**src/rtl/rstctl_pkg.sv**
```systemverilog
package rstctl_pkg;

    localparam int SRC_N    = 5;
    localparam int SRC_POR  = 0;
    localparam int SRC_PIN  = 1;
    localparam int SRC_WDOG = 2;
    localparam int SRC_BUS  = 3;
    localparam int SRC_TAP  = 4;

    typedef logic [SRC_N-1:0] src_t;

    // Severity order matters: larger value wins.
    typedef enum logic [1:0] {
        LV_NONE = 2'd0,
        LV_SOFT = 2'd1,
        LV_HARD = 2'd2,
        LV_POR  = 2'd3
    } lvl_e;

    typedef enum logic [1:0] {
        ST_IDLE    = 2'd0,
        ST_HOLD    = 2'd1,
        ST_WAITPIN = 2'd2,
        ST_SETTLE  = 2'd3
    } st_e;

    typedef struct packed {
        logic tap;
        logic bus;
        logic wdog;
        logic pin_low;
        logic por;
    } req_t;

    function automatic lvl_e lvl_max(lvl_e a, lvl_e b);
        return (a > b) ? a : b;
    endfunction

endpackage

```
**src/rtl/rstctl_sync.sv**
```systemverilog
module rstctl_sync #(
    parameter int W      = 1,
    parameter int STAGES = 2
) (
    input  logic         clk,
    input  logic [W-1:0] d,
    output logic [W-1:0] q
);
    logic [W-1:0] stg [STAGES];

    always_ff @(posedge clk) stg[0] <= d;

    generate
        for (genvar i = 1; i < STAGES; i++) begin : g_stage
            always_ff @(posedge clk) stg[i] <= stg[i-1];
        end
    endgenerate

    assign q = stg[STAGES-1];
endmodule

```
**src/rtl/rstctl_seq.sv**
```systemverilog
module rstctl_seq
    import rstctl_pkg::*;
#(
    parameter int HOLD_CYC   = 16,
    parameter int SETTLE_CYC = 16
) (
    input  logic clk,
    input  req_t req_s,
    output logic start_o,
    output src_t seen_o,
    output logic core_rst,
    output logic clkgen_rst,
    output logic pin_oe,
    output logic cfg_strobe
);
    localparam int CNT_MAX = (HOLD_CYC > SETTLE_CYC) ? HOLD_CYC : SETTLE_CYC;
    localparam int CNT_W   = $clog2(CNT_MAX + 1);
    localparam logic [CNT_W-1:0] HOLD_LAST   = CNT_W'(HOLD_CYC - 1);
    localparam logic [CNT_W-1:0] SETTLE_LAST = CNT_W'(SETTLE_CYC - 1);

    st_e              state;
    lvl_e             lvl;
    logic [CNT_W-1:0] cnt;
    logic             strobe_q;

    logic pin_watch, pin_req, quiet, restart;
    lvl_e req_lvl, new_lvl;

    always_comb begin
        // The pin is only a request when this block is not pulling it low.
        pin_watch = (state == ST_IDLE) || (state == ST_SETTLE) || (lvl == LV_SOFT);
        pin_req   = req_s.pin_low && pin_watch;
        if (pin_req || req_s.wdog || req_s.bus) req_lvl = LV_HARD;
        else if (req_s.tap)                      req_lvl = LV_SOFT;
        else                                     req_lvl = LV_NONE;
        quiet   = (state == ST_IDLE) || (state == ST_SETTLE);
        restart = (req_lvl != LV_NONE) && (quiet || (req_lvl > lvl));
        new_lvl = quiet ? req_lvl : lvl_max(lvl, req_lvl);
        start_o = restart && (state == ST_IDLE) && !req_s.por;
        seen_o  = '0;
        if (!req_s.por) begin
            seen_o[SRC_PIN]  = pin_req;
            seen_o[SRC_WDOG] = req_s.wdog;
            seen_o[SRC_BUS]  = req_s.bus;
            seen_o[SRC_TAP]  = req_s.tap;
        end
    end

    always_ff @(posedge clk) begin
        if (req_s.por) begin
            state    <= ST_HOLD;
            lvl      <= LV_POR;
            cnt      <= '0;
            strobe_q <= 1'b0;
        end else begin
            strobe_q <= 1'b0;
            if (restart) begin
                state <= ST_HOLD;
                lvl   <= new_lvl;
                cnt   <= '0;
            end else begin
                case (state)
                    ST_HOLD: begin
                        if (cnt == HOLD_LAST) begin
                            cnt      <= '0;
                            state    <= (lvl == LV_SOFT) ? ST_SETTLE : ST_WAITPIN;
                            strobe_q <= (lvl == LV_POR);
                        end else begin
                            cnt <= cnt + 1'b1;
                        end
                    end
                    ST_WAITPIN: begin
                        if (!req_s.pin_low) begin
                            state <= ST_SETTLE;
                            cnt   <= '0;
                        end
                    end
                    ST_SETTLE: begin
                        if (cnt == SETTLE_LAST) begin
                            state <= ST_IDLE;
                            lvl   <= LV_NONE;
                            cnt   <= '0;
                        end else begin
                            cnt <= cnt + 1'b1;
                        end
                    end
                    default: ;
                endcase
            end
        end
    end

    assign core_rst   = req_s.por || (state != ST_IDLE);
    assign clkgen_rst = req_s.por || ((state == ST_HOLD) && (lvl == LV_POR));
    assign pin_oe     = req_s.por || ((state == ST_HOLD) && (lvl >= LV_HARD));
    assign cfg_strobe = strobe_q;
endmodule

```
**src/rtl/rstctl_status.sv**
```systemverilog
module rstctl_status
    import rstctl_pkg::*;
(
    input  logic clk,
    input  logic por_s,
    input  logic start,
    input  src_t seen,
    input  logic clr_we,
    input  src_t clr_mask,
    output src_t q
);
    src_t kept;

    always_comb begin
        kept = start ? '0 : q;
        if (clr_we) kept = kept & ~clr_mask;
    end

    always_ff @(posedge clk) begin
        if (por_s) q <= src_t'(1 << SRC_POR);
        else       q <= kept | seen;
    end
endmodule

```
**src/rtl/rstctl_top.sv**
```systemverilog
module rstctl_top
    import rstctl_pkg::*;
#(
    parameter int HOLD_CYC    = 16,
    parameter int SETTLE_CYC  = 16,
    parameter int SYNC_STAGES = 2
) (
    input  logic             clk,
    input  logic             por_req,
    input  logic             hrst_pin_in,
    input  logic             wdog_expire,
    input  logic             busmon_expire,
    input  logic             tap_req,
    input  logic             stat_clr_we,
    input  logic [SRC_N-1:0] stat_clr_mask,
    output logic             core_rst,
    output logic             clkgen_rst,
    output logic             cfg_strobe,
    output logic             hrst_pin_oe,
    output logic [SRC_N-1:0] stat_q
);
    req_t req_raw, req_s;
    logic start;
    src_t seen;
    logic por_s;

    assign req_raw = '{tap: tap_req, bus: busmon_expire, wdog: wdog_expire,
                       pin_low: ~hrst_pin_in, por: por_req};

    rstctl_sync #(.W($bits(req_t)), .STAGES(SYNC_STAGES)) u_sync (
        .clk (clk),
        .d   (req_raw),
        .q   (req_s)
    );

    assign por_s = req_s.por;

    rstctl_seq #(.HOLD_CYC(HOLD_CYC), .SETTLE_CYC(SETTLE_CYC)) u_seq (
        .clk        (clk),
        .req_s      (req_s),
        .start_o    (start),
        .seen_o     (seen),
        .core_rst   (core_rst),
        .clkgen_rst (clkgen_rst),
        .pin_oe     (hrst_pin_oe),
        .cfg_strobe (cfg_strobe)
    );

    rstctl_status u_status (
        .clk      (clk),
        .por_s    (por_s),
        .start    (start),
        .seen     (seen),
        .clr_we   (stat_clr_we),
        .clr_mask (stat_clr_mask),
        .q        (stat_q)
    );
endmodule

```
**config.mk**
```make
export PLATFORM = sky130hd
export DESIGN_NAME = rstctl_top
export DESIGN_NICKNAME = d
export VERILOG_FILES = /design/src/rtl/rstctl_pkg.sv /design/src/rtl/rstctl_sync.sv /design/src/rtl/rstctl_seq.sv /design/src/rtl/rstctl_status.sv /design/src/rtl/rstctl_top.sv
export SDC_FILE = /design/constraint.sdc
export NUM_CORES = 1
export LEC_CHECK = 0
export ABC_AREA = 0
export BUFFER_PORTS_ARGS = -buffer_cell sky130_fd_sc_hd__buf_4
export CELL_PAD_IN_SITES_DETAIL_PLACEMENT = 2
export CELL_PAD_IN_SITES_GLOBAL_PLACEMENT = 2
export CORE_MARGIN = 2
export CORE_UTILIZATION = 35
export DETAILED_ROUTE_END_ITERATION = 6
export PLACE_DENSITY = 0.87
export SETUP_SLACK_MARGIN = 0.1
export SLEW_MARGIN = 20
export SYNTH_ARGS = -nofsm -noshare
export SYNTH_HDL_FRONTEND = slang
export SYNTH_SLANG_ARGS = --single-unit
```
**constraint.sdc**
```tcl
create_clock -name clk -period 4.6 [get_ports clk]
set_input_delay 0.92 -clock clk [delete_from_list [all_inputs] [get_ports clk]]
set_output_delay 0.92 -clock clk [all_outputs]
set_load 0.05 [all_outputs]
```
# After elaboration in Yosys (flattened, before gate mapping)
# Memories as Yosys holds them, arrays and structs flattened.
# Index checks and enable logic that the tools add are counted.
# W data, S select, Z words.
dict set report classes {
  n_addsub 1
  order_cmp 3
  eq_ne 10
  n_mux 17
  n_bitwise 6
  n_reduce_logical 28
}
# operator count
set op_table {}
lappend op_table {{$mux W5} 4}
lappend op_table {{$mux W2} 8}
lappend op_table {{$pmux W5 S2} 1}
lappend op_table {{$reduce_bool A2 Y1} 5}
lappend op_table {{$logic_or A1 B1 Y1} 8}
lappend op_table {{$eq A2 B2 Y1 const B} 3}
lappend op_table {{$logic_and A1 B1 Y1} 6}
lappend op_table {{$pmux W2 S3} 1}
lappend op_table {{$add A5 B1 Y5 const B} 1}
lappend op_table {{$and A5 B5 Y5} 1}
lappend op_table {{$eq A5 B4 Y1 const B} 1}
lappend op_table {{$not A5 Y5} 1}
lappend op_table {{$or A5 B5 Y5} 1}
lappend op_table {{$eq A2 B1 Y1 const B} 2}
lappend op_table {{$gt A2 B2 Y1} 2}
lappend op_table {{$mux W4} 1}
lappend op_table {{$ne A2 B2 Y1 const B} 2}
lappend op_table {{$reduce_and A4 Y1} 1}
lappend op_table {{$reduce_or A2 Y1} 2}
lappend op_table {{$reduce_or A4 Y1} 1}
lappend op_table {{$ne A3 B2 Y1 const B} 1}
lappend op_table {{$not A1 Y1} 3}
lappend op_table {{$reduce_and A3 Y1} 1}
lappend op_table {{$reduce_bool A3 Y1} 1}
lappend op_table {{6 further kinds} 7}
dict set report totals {
  regBits 15
  mem_bits_rw 10
  memories 1
}
# memory depth word_bits read_ports rd_ports_with_merged_regs wr line_no
set memory_table {}
lappend memory_table {u_sync.stg 2 5 2 0 2 rstctl_sync.sv:9} ;# logic [W-1:0] stg [STAGES];

# Logic depth before layout (Yosys ltp)
dict set report depth {
  word_depth 16
  ltp_mapped 10
  depth_no_buf 10
}

# By module
# From an unflattened synthesis, not the netlist that was laid out.
dict set report unflattened {
  cells_unflattened 118
  hier_area_um2 1118.6
}
# module n_inst cells_each area_each_um2 seq_area_each_um2
set modules_own_cells {}
lappend modules_own_cells {rstctl_seq 1 82 704.4 200.2}
lappend modules_own_cells {rstctl_sync 1 15 237.7 200.2}
lappend modules_own_cells {rstctl_status 1 20 172.7 100.1}
lappend modules_own_cells {rstctl_top 1 1 3.8 0.0}

# Worst setup path before layout
# OpenSTA, ideal clock, no wires.
dict set report synth_path {
  kind {register to register}
  startpoint {reg u_seq.state[0]}
  endpoint {reg u_seq.lvl[1]}
  setup_ns 0.122
  arrival_time_ns 1.953
  required_ns 4.478
  setup_slack_ns 2.525
  path_stages_with_launch 10
  n_path_buf 0
  period_less_slack_ns 2.075
  path_cell_list {dfxtp_1 inv_1 ha_1 nand2b_1 nand3_1 ha_1 nand2b_1 a32oi_1 nand2_1 a311o_1}
}
dict set report synth_via {
  elab_chain_len 12
  word_cells_on_any_way 20
  classes_between {2 x order compare; 2 x eq/ne; 4 x mux; 12 x reduce/logical}
}
# item line_no
set synth_lines {}
lappend synth_lines {{start: declaration} rstctl_seq.sv:21} ;# st_e state;
lappend synth_lines {{start signal: assignment} rstctl_seq.sv:66} ;# state <= (lvl == LV_SOFT) ? ST_SETTLE : ST_WAITPIN;
lappend synth_lines {{$eq A2 B2 Y1 or $logic_not A2 Y1 (tied branches)} {rstctl_seq.sv:31, rstctl_seq.sv:36, rstctl_seq.sv:62}}
lappend synth_lines {{$logic_or A1 B1 Y1} {rstctl_seq.sv:31, rstctl_seq.sv:36}}
lappend synth_lines {{$logic_or A1 B1 Y1} rstctl_seq.sv:31} ;# pin_watch = (state == ST_IDLE) || (state == ST_SETTLE) || (lvl == LV_SOFT);
lappend synth_lines {{$logic_and A1 B1 Y1} rstctl_seq.sv:32} ;# pin_req = req_s.pin_low && pin_watch;
lappend synth_lines {{$logic_or A1 B1 Y1 (2 in series)} rstctl_seq.sv:33} ;# if (pin_req || req_s.wdog || req_s.bus) req_lvl = LV_HARD;
lappend synth_lines {{$mux W2} rstctl_seq.sv:33}
lappend synth_lines {{$gt A2 B2 Y1} rstctl_seq.sv:37} ;# restart = (req_lvl != LV_NONE) && (quiet || (req_lvl > lvl));
lappend synth_lines {{$logic_or A1 B1 Y1} rstctl_seq.sv:37}
lappend synth_lines {{$logic_and A1 B1 Y1} rstctl_seq.sv:37}
lappend synth_lines {{$ne A3 B2 Y1 (no source line) or $reduce_bool A2 Y1 (tied branches)} n/a}
lappend synth_lines {{$reduce_and A3 Y1 (no source line)} n/a}
lappend synth_lines {{end signal: assignment} rstctl_seq.sv:59} ;# lvl <= new_lvl;
lappend synth_lines {{end: declaration} rstctl_seq.sv:22} ;# lvl_e lvl;
# Parallel ways exist; a longest one is shown, timed or not. The select of a mux whose other input is x is not followed.
# A chain may end at the register's enable or synchronous reset.

# Worst setup path in the final report
dict set report layout_path {
  startpoint {reg u_seq.state[1]}
  endpoint {out clkgen_rst}
}
dict set report layout_via {
  elab_chain_len 3
}
# item line_no
set layout_lines {}
lappend layout_lines {{$eq A2 B1 Y1} rstctl_seq.sv:94} ;# assign clkgen_rst = req_s.por || ((state == ST_HOLD) && (lvl == LV_POR));
lappend layout_lines {{$logic_and A1 B1 Y1} rstctl_seq.sv:94}
lappend layout_lines {{$logic_or A1 B1 Y1} rstctl_seq.sv:94}
lappend layout_lines {{end: declaration} rstctl_top.sv:17} ;# output logic clkgen_rst,
# Every way passes these cells.

==> flow_summary_export.csv <==
group,metric,value,unit
worst_hold_path,hold_path_end,"u_sync.stg[0][5]$_DFF_P_",
floorplan,design.die.area,3560,um^2
floorplan,pin_count,21,
synthesis,synthTopCellsByCount,"dfxtp_1 (25), nand2_1 (11), ha_1 (9)",
synthesis,synth_edf_count,0,
synthesis,yosys.cell_count.top_type,"dfxtp_1",
sta,timing.hold.ws,0.343,ns
routing,vias,896,
floorplan,num_rows,20,
synthesis,ys_seq_area_share,46.1,%
sta,period_minus_slack,2.50,ns
setup_path,crit_type,"reg2out",
setup_path,cp.required,3.68,ns
sta,slew_violations,0,
clock_tree,cts_tree,"done",
synthesis,synth_compound_area_share,15.3,%
floorplan,die_w,59.7,um
floorplan,core_area,3000,um^2
routing,wl_per_cell,15.4,um
synthesis,ys.flop_type,"dfxtp_1",
worst_hold_path,min_from,"u_sync.stg[0][0]$_DFF_P_",
power_and_ir_drop,pwr_density_cell,552,nW/um^2
synthesis,async_reset_ff_share,0,%
setup_path,cp.arrival,1.58,ns
sta,setup_slack,2.10,ns
finish,area_growth,19.7,%
synthesis,synth.net_count,134,
sta,grt_setup_unrepaired,"false",
sta,worstMarginPinSlew,0.403,ns
clock_tree,post_cts_resized,0,
synthesis,synthSimpleGateAreaFrac,23.6,%
clock_tree,cts.sinks,25,
synthesis,synthAdderAreaFrac,10.4,%
sta,post-route-period-util,54.4,%
power_and_ir_drop,power,0.718,mW
synthesis,yosysTopAreaCellShare,46.1,%
synthesis,synth_area,1090,um^2
clock_tree,clk_latency,0.31,ns
sta,clock.fmax,0.400,GHz
routing,vias_per_cell,5.30,
placed_design,place.gp.congestion,0.809,
setup_path,worstReg2RegEnd,"u_status.q[1]$_SDFF_PP0_",
sta,fin_setup_tns,0,ns
clock_tree,clkTransAtPathRegs,0.13,ns
setup_path,critPathMaxFanout,5,
job,cap_violations,0,
global_route,grt_max_degree,16,
finish,design_area,1300,um^2
global_route,grt_pass1_vias,942,
synthesis,synth-seq-cells,25,
synthesis,syn_area_per_cell,9.61,um^2
finish,nNetsFinal,158,
run_status,status,"finished clean",
global_route,grt_pass1_wl,4.37,mm
floorplan,die_h,59.7,um
synthesis,ys_warn_count,0,
setup_path,ff2ff_path_depth,9,
synthesis,synth.area.mux_share,1.84,%
finish,multi_input_area,556,um^2
placed_design,hpwlAfterDp,2.09,mm
routing,drtPass1Iterations,4,
setup_path,critPathCaptureType,"primary output",
power_and_ir_drop,ir_drop,148,uV
worst_hold_path,worstHoldPathCells,0,
placed_design,post-place-ws,2.17,ns
synthesis,yosys.area_share.xor_xnor,0,%
finish,fillers,333,
clock_tree,ctsLongestPathBuffers,2,
clock_tree,ctsHoldBuffers,0,
worst_hold_path,hp-class,"reg2reg",
synthesis,synth_cells,113,
setup_path,crit_path_start_kind,"register",
finish,diodes,0,
sta,setup_viol,0,
global_route,grt-ovfl-total,0,
setup_path,r2r_start,"u_seq.state[1]$_SDFFE_PP0P_",
synthesis,synth.largest_area_cell,"dfxtp_1",
sta,relSlewSlack,73.1,%
synthesis,yosys-top-cells-area,"dfxtp_1 (46%), ha_1 (10%), nand2_1 (3.8%)",
finish,seqCellArea,500,um^2
routing,drt_iter0_drc,16,
finish,drive_gt1_share,18.4,%
setup_path,rrSetupSlack,2.14,ns
clock_tree,cts_made_buffers,3,
synthesis,synth_cell_types,32,
placed_design,place_area,1270,um^2
sta,hold_viol,0,
clock_tree,h-tree-depth,1,
routing,post-route-drc-count,0,
floorplan,start_util,36.2,%
routing,antenna_left,0,
clock_tree,cts_root_buffer,"clkbuf_4",
placed_design,port_buffers,20,
clock_tree,postCtsSetupBuffers,0,
sta,finClkSkew,0.00430,ns
global_route,antenna_found_initial,0,
global_route,grt_use_total,16.3,%
power_and_ir_drop,p_leak,0.611,nW
synthesis,synth_top_family_by_area,"simple AND/OR/NAND/NOR gates",
routing,wirelength,2.61,mm
## per-layer routing
layer / vias up / global-route usage [%] / wire length [um]
met5: - / 0 / 0
li1: 445 / - / -
met4: 0 / 5.08 / 15
met1: 431 / 21.9 / 1260
met3: 2 / 2.81 / 107
met2: 18 / 26.6 / 1230
## metrics by stage
| stage | utilization (%) | instances |
|---|---|---|
| detailed placement | 42.4 | 165 |
| floorplan | - | 113 |
| global placement | 42.4 | 165 |
| CTS | 43.3 | 169 |
| global route | 43.3 | 169 |
| finish | 43.3 | 169 |
## critical path, stage by stage (launching register included)
cell	delay [ns]
dfxtp_1	0.38
inv_1	0.15
ha_1	0.30
nand3_1	0.14
nand2b_1	0.10
buf_4	0.20
## flip-flops by register name, summed over array words and instances (netlist names)
signal            flops
u_seq.cfg_strobe      1
u_seq.state           2
u_status.q            5
u_seq.cnt             5
u_sync.stg           10
u_seq.lvl             2
## logic make-up after synthesis
kind of cell             Yosys count
AO/OA/AOI/OAI                     23
adder cells (fa/ha/maj)            9
buffers and inverters              8
flip-flops                        25
multiplexers                       2
AND/OR/NAND/NOR                   46
## cells in the final DEF, fill, tap and decap left out, types with 4 or more instances in the layout
master	count
nand2_1	11
inv_1	7
ha_1	9
buf_4	20
nand3_1	4
nand3b_1	5
nor2_1	7
dfxtp_1	25
nand2b_1	5
o22ai_1	4
## final cells by class
type | count | share of cell area (%)
clock buffer | 4 | 2.02
inverter | 7 | 2.02
multi-input combinational | 80 | 42.7
sequential | 25 | 38.5
tap | 33 | 3.18
timing repair buffer | 20 | 11.5
## worst max path at each step
stage,start,endpoint,cells after the start
after global placement,u_seq.state[1]$_SDFFE_PP0P_,u_status.q[1]$_SDFF_PP0_,9
after CTS,u_seq.state[1]$_SDFFE_PP0P_,clkgen_rst,5
final,u_seq.state[1]$_SDFFE_PP0P_,clkgen_rst,5
after global routing,u_seq.state[1]$_SDFFE_PP0P_,u_seq.cfg_strobe$_SDFF_PP0_,9
after detailed placement,u_seq.state[1]$_SDFFE_PP0P_,u_status.q[1]$_SDFF_PP0_,9
after floorplan,u_seq.state[0]$_SDFFE_PP1P_,u_seq.lvl[1]$_SDFFE_PP1P_,9
## power breakdown
group	leakage, nW	switching, mW	internal (mW)
combinational	0.389	0.216	0.126
sequential	0.208	0.0335	0.248
clock	0.0150	0.0606	0.0338
total	0.611	0.310	0.408
Power figures use the tool's default switching activity.
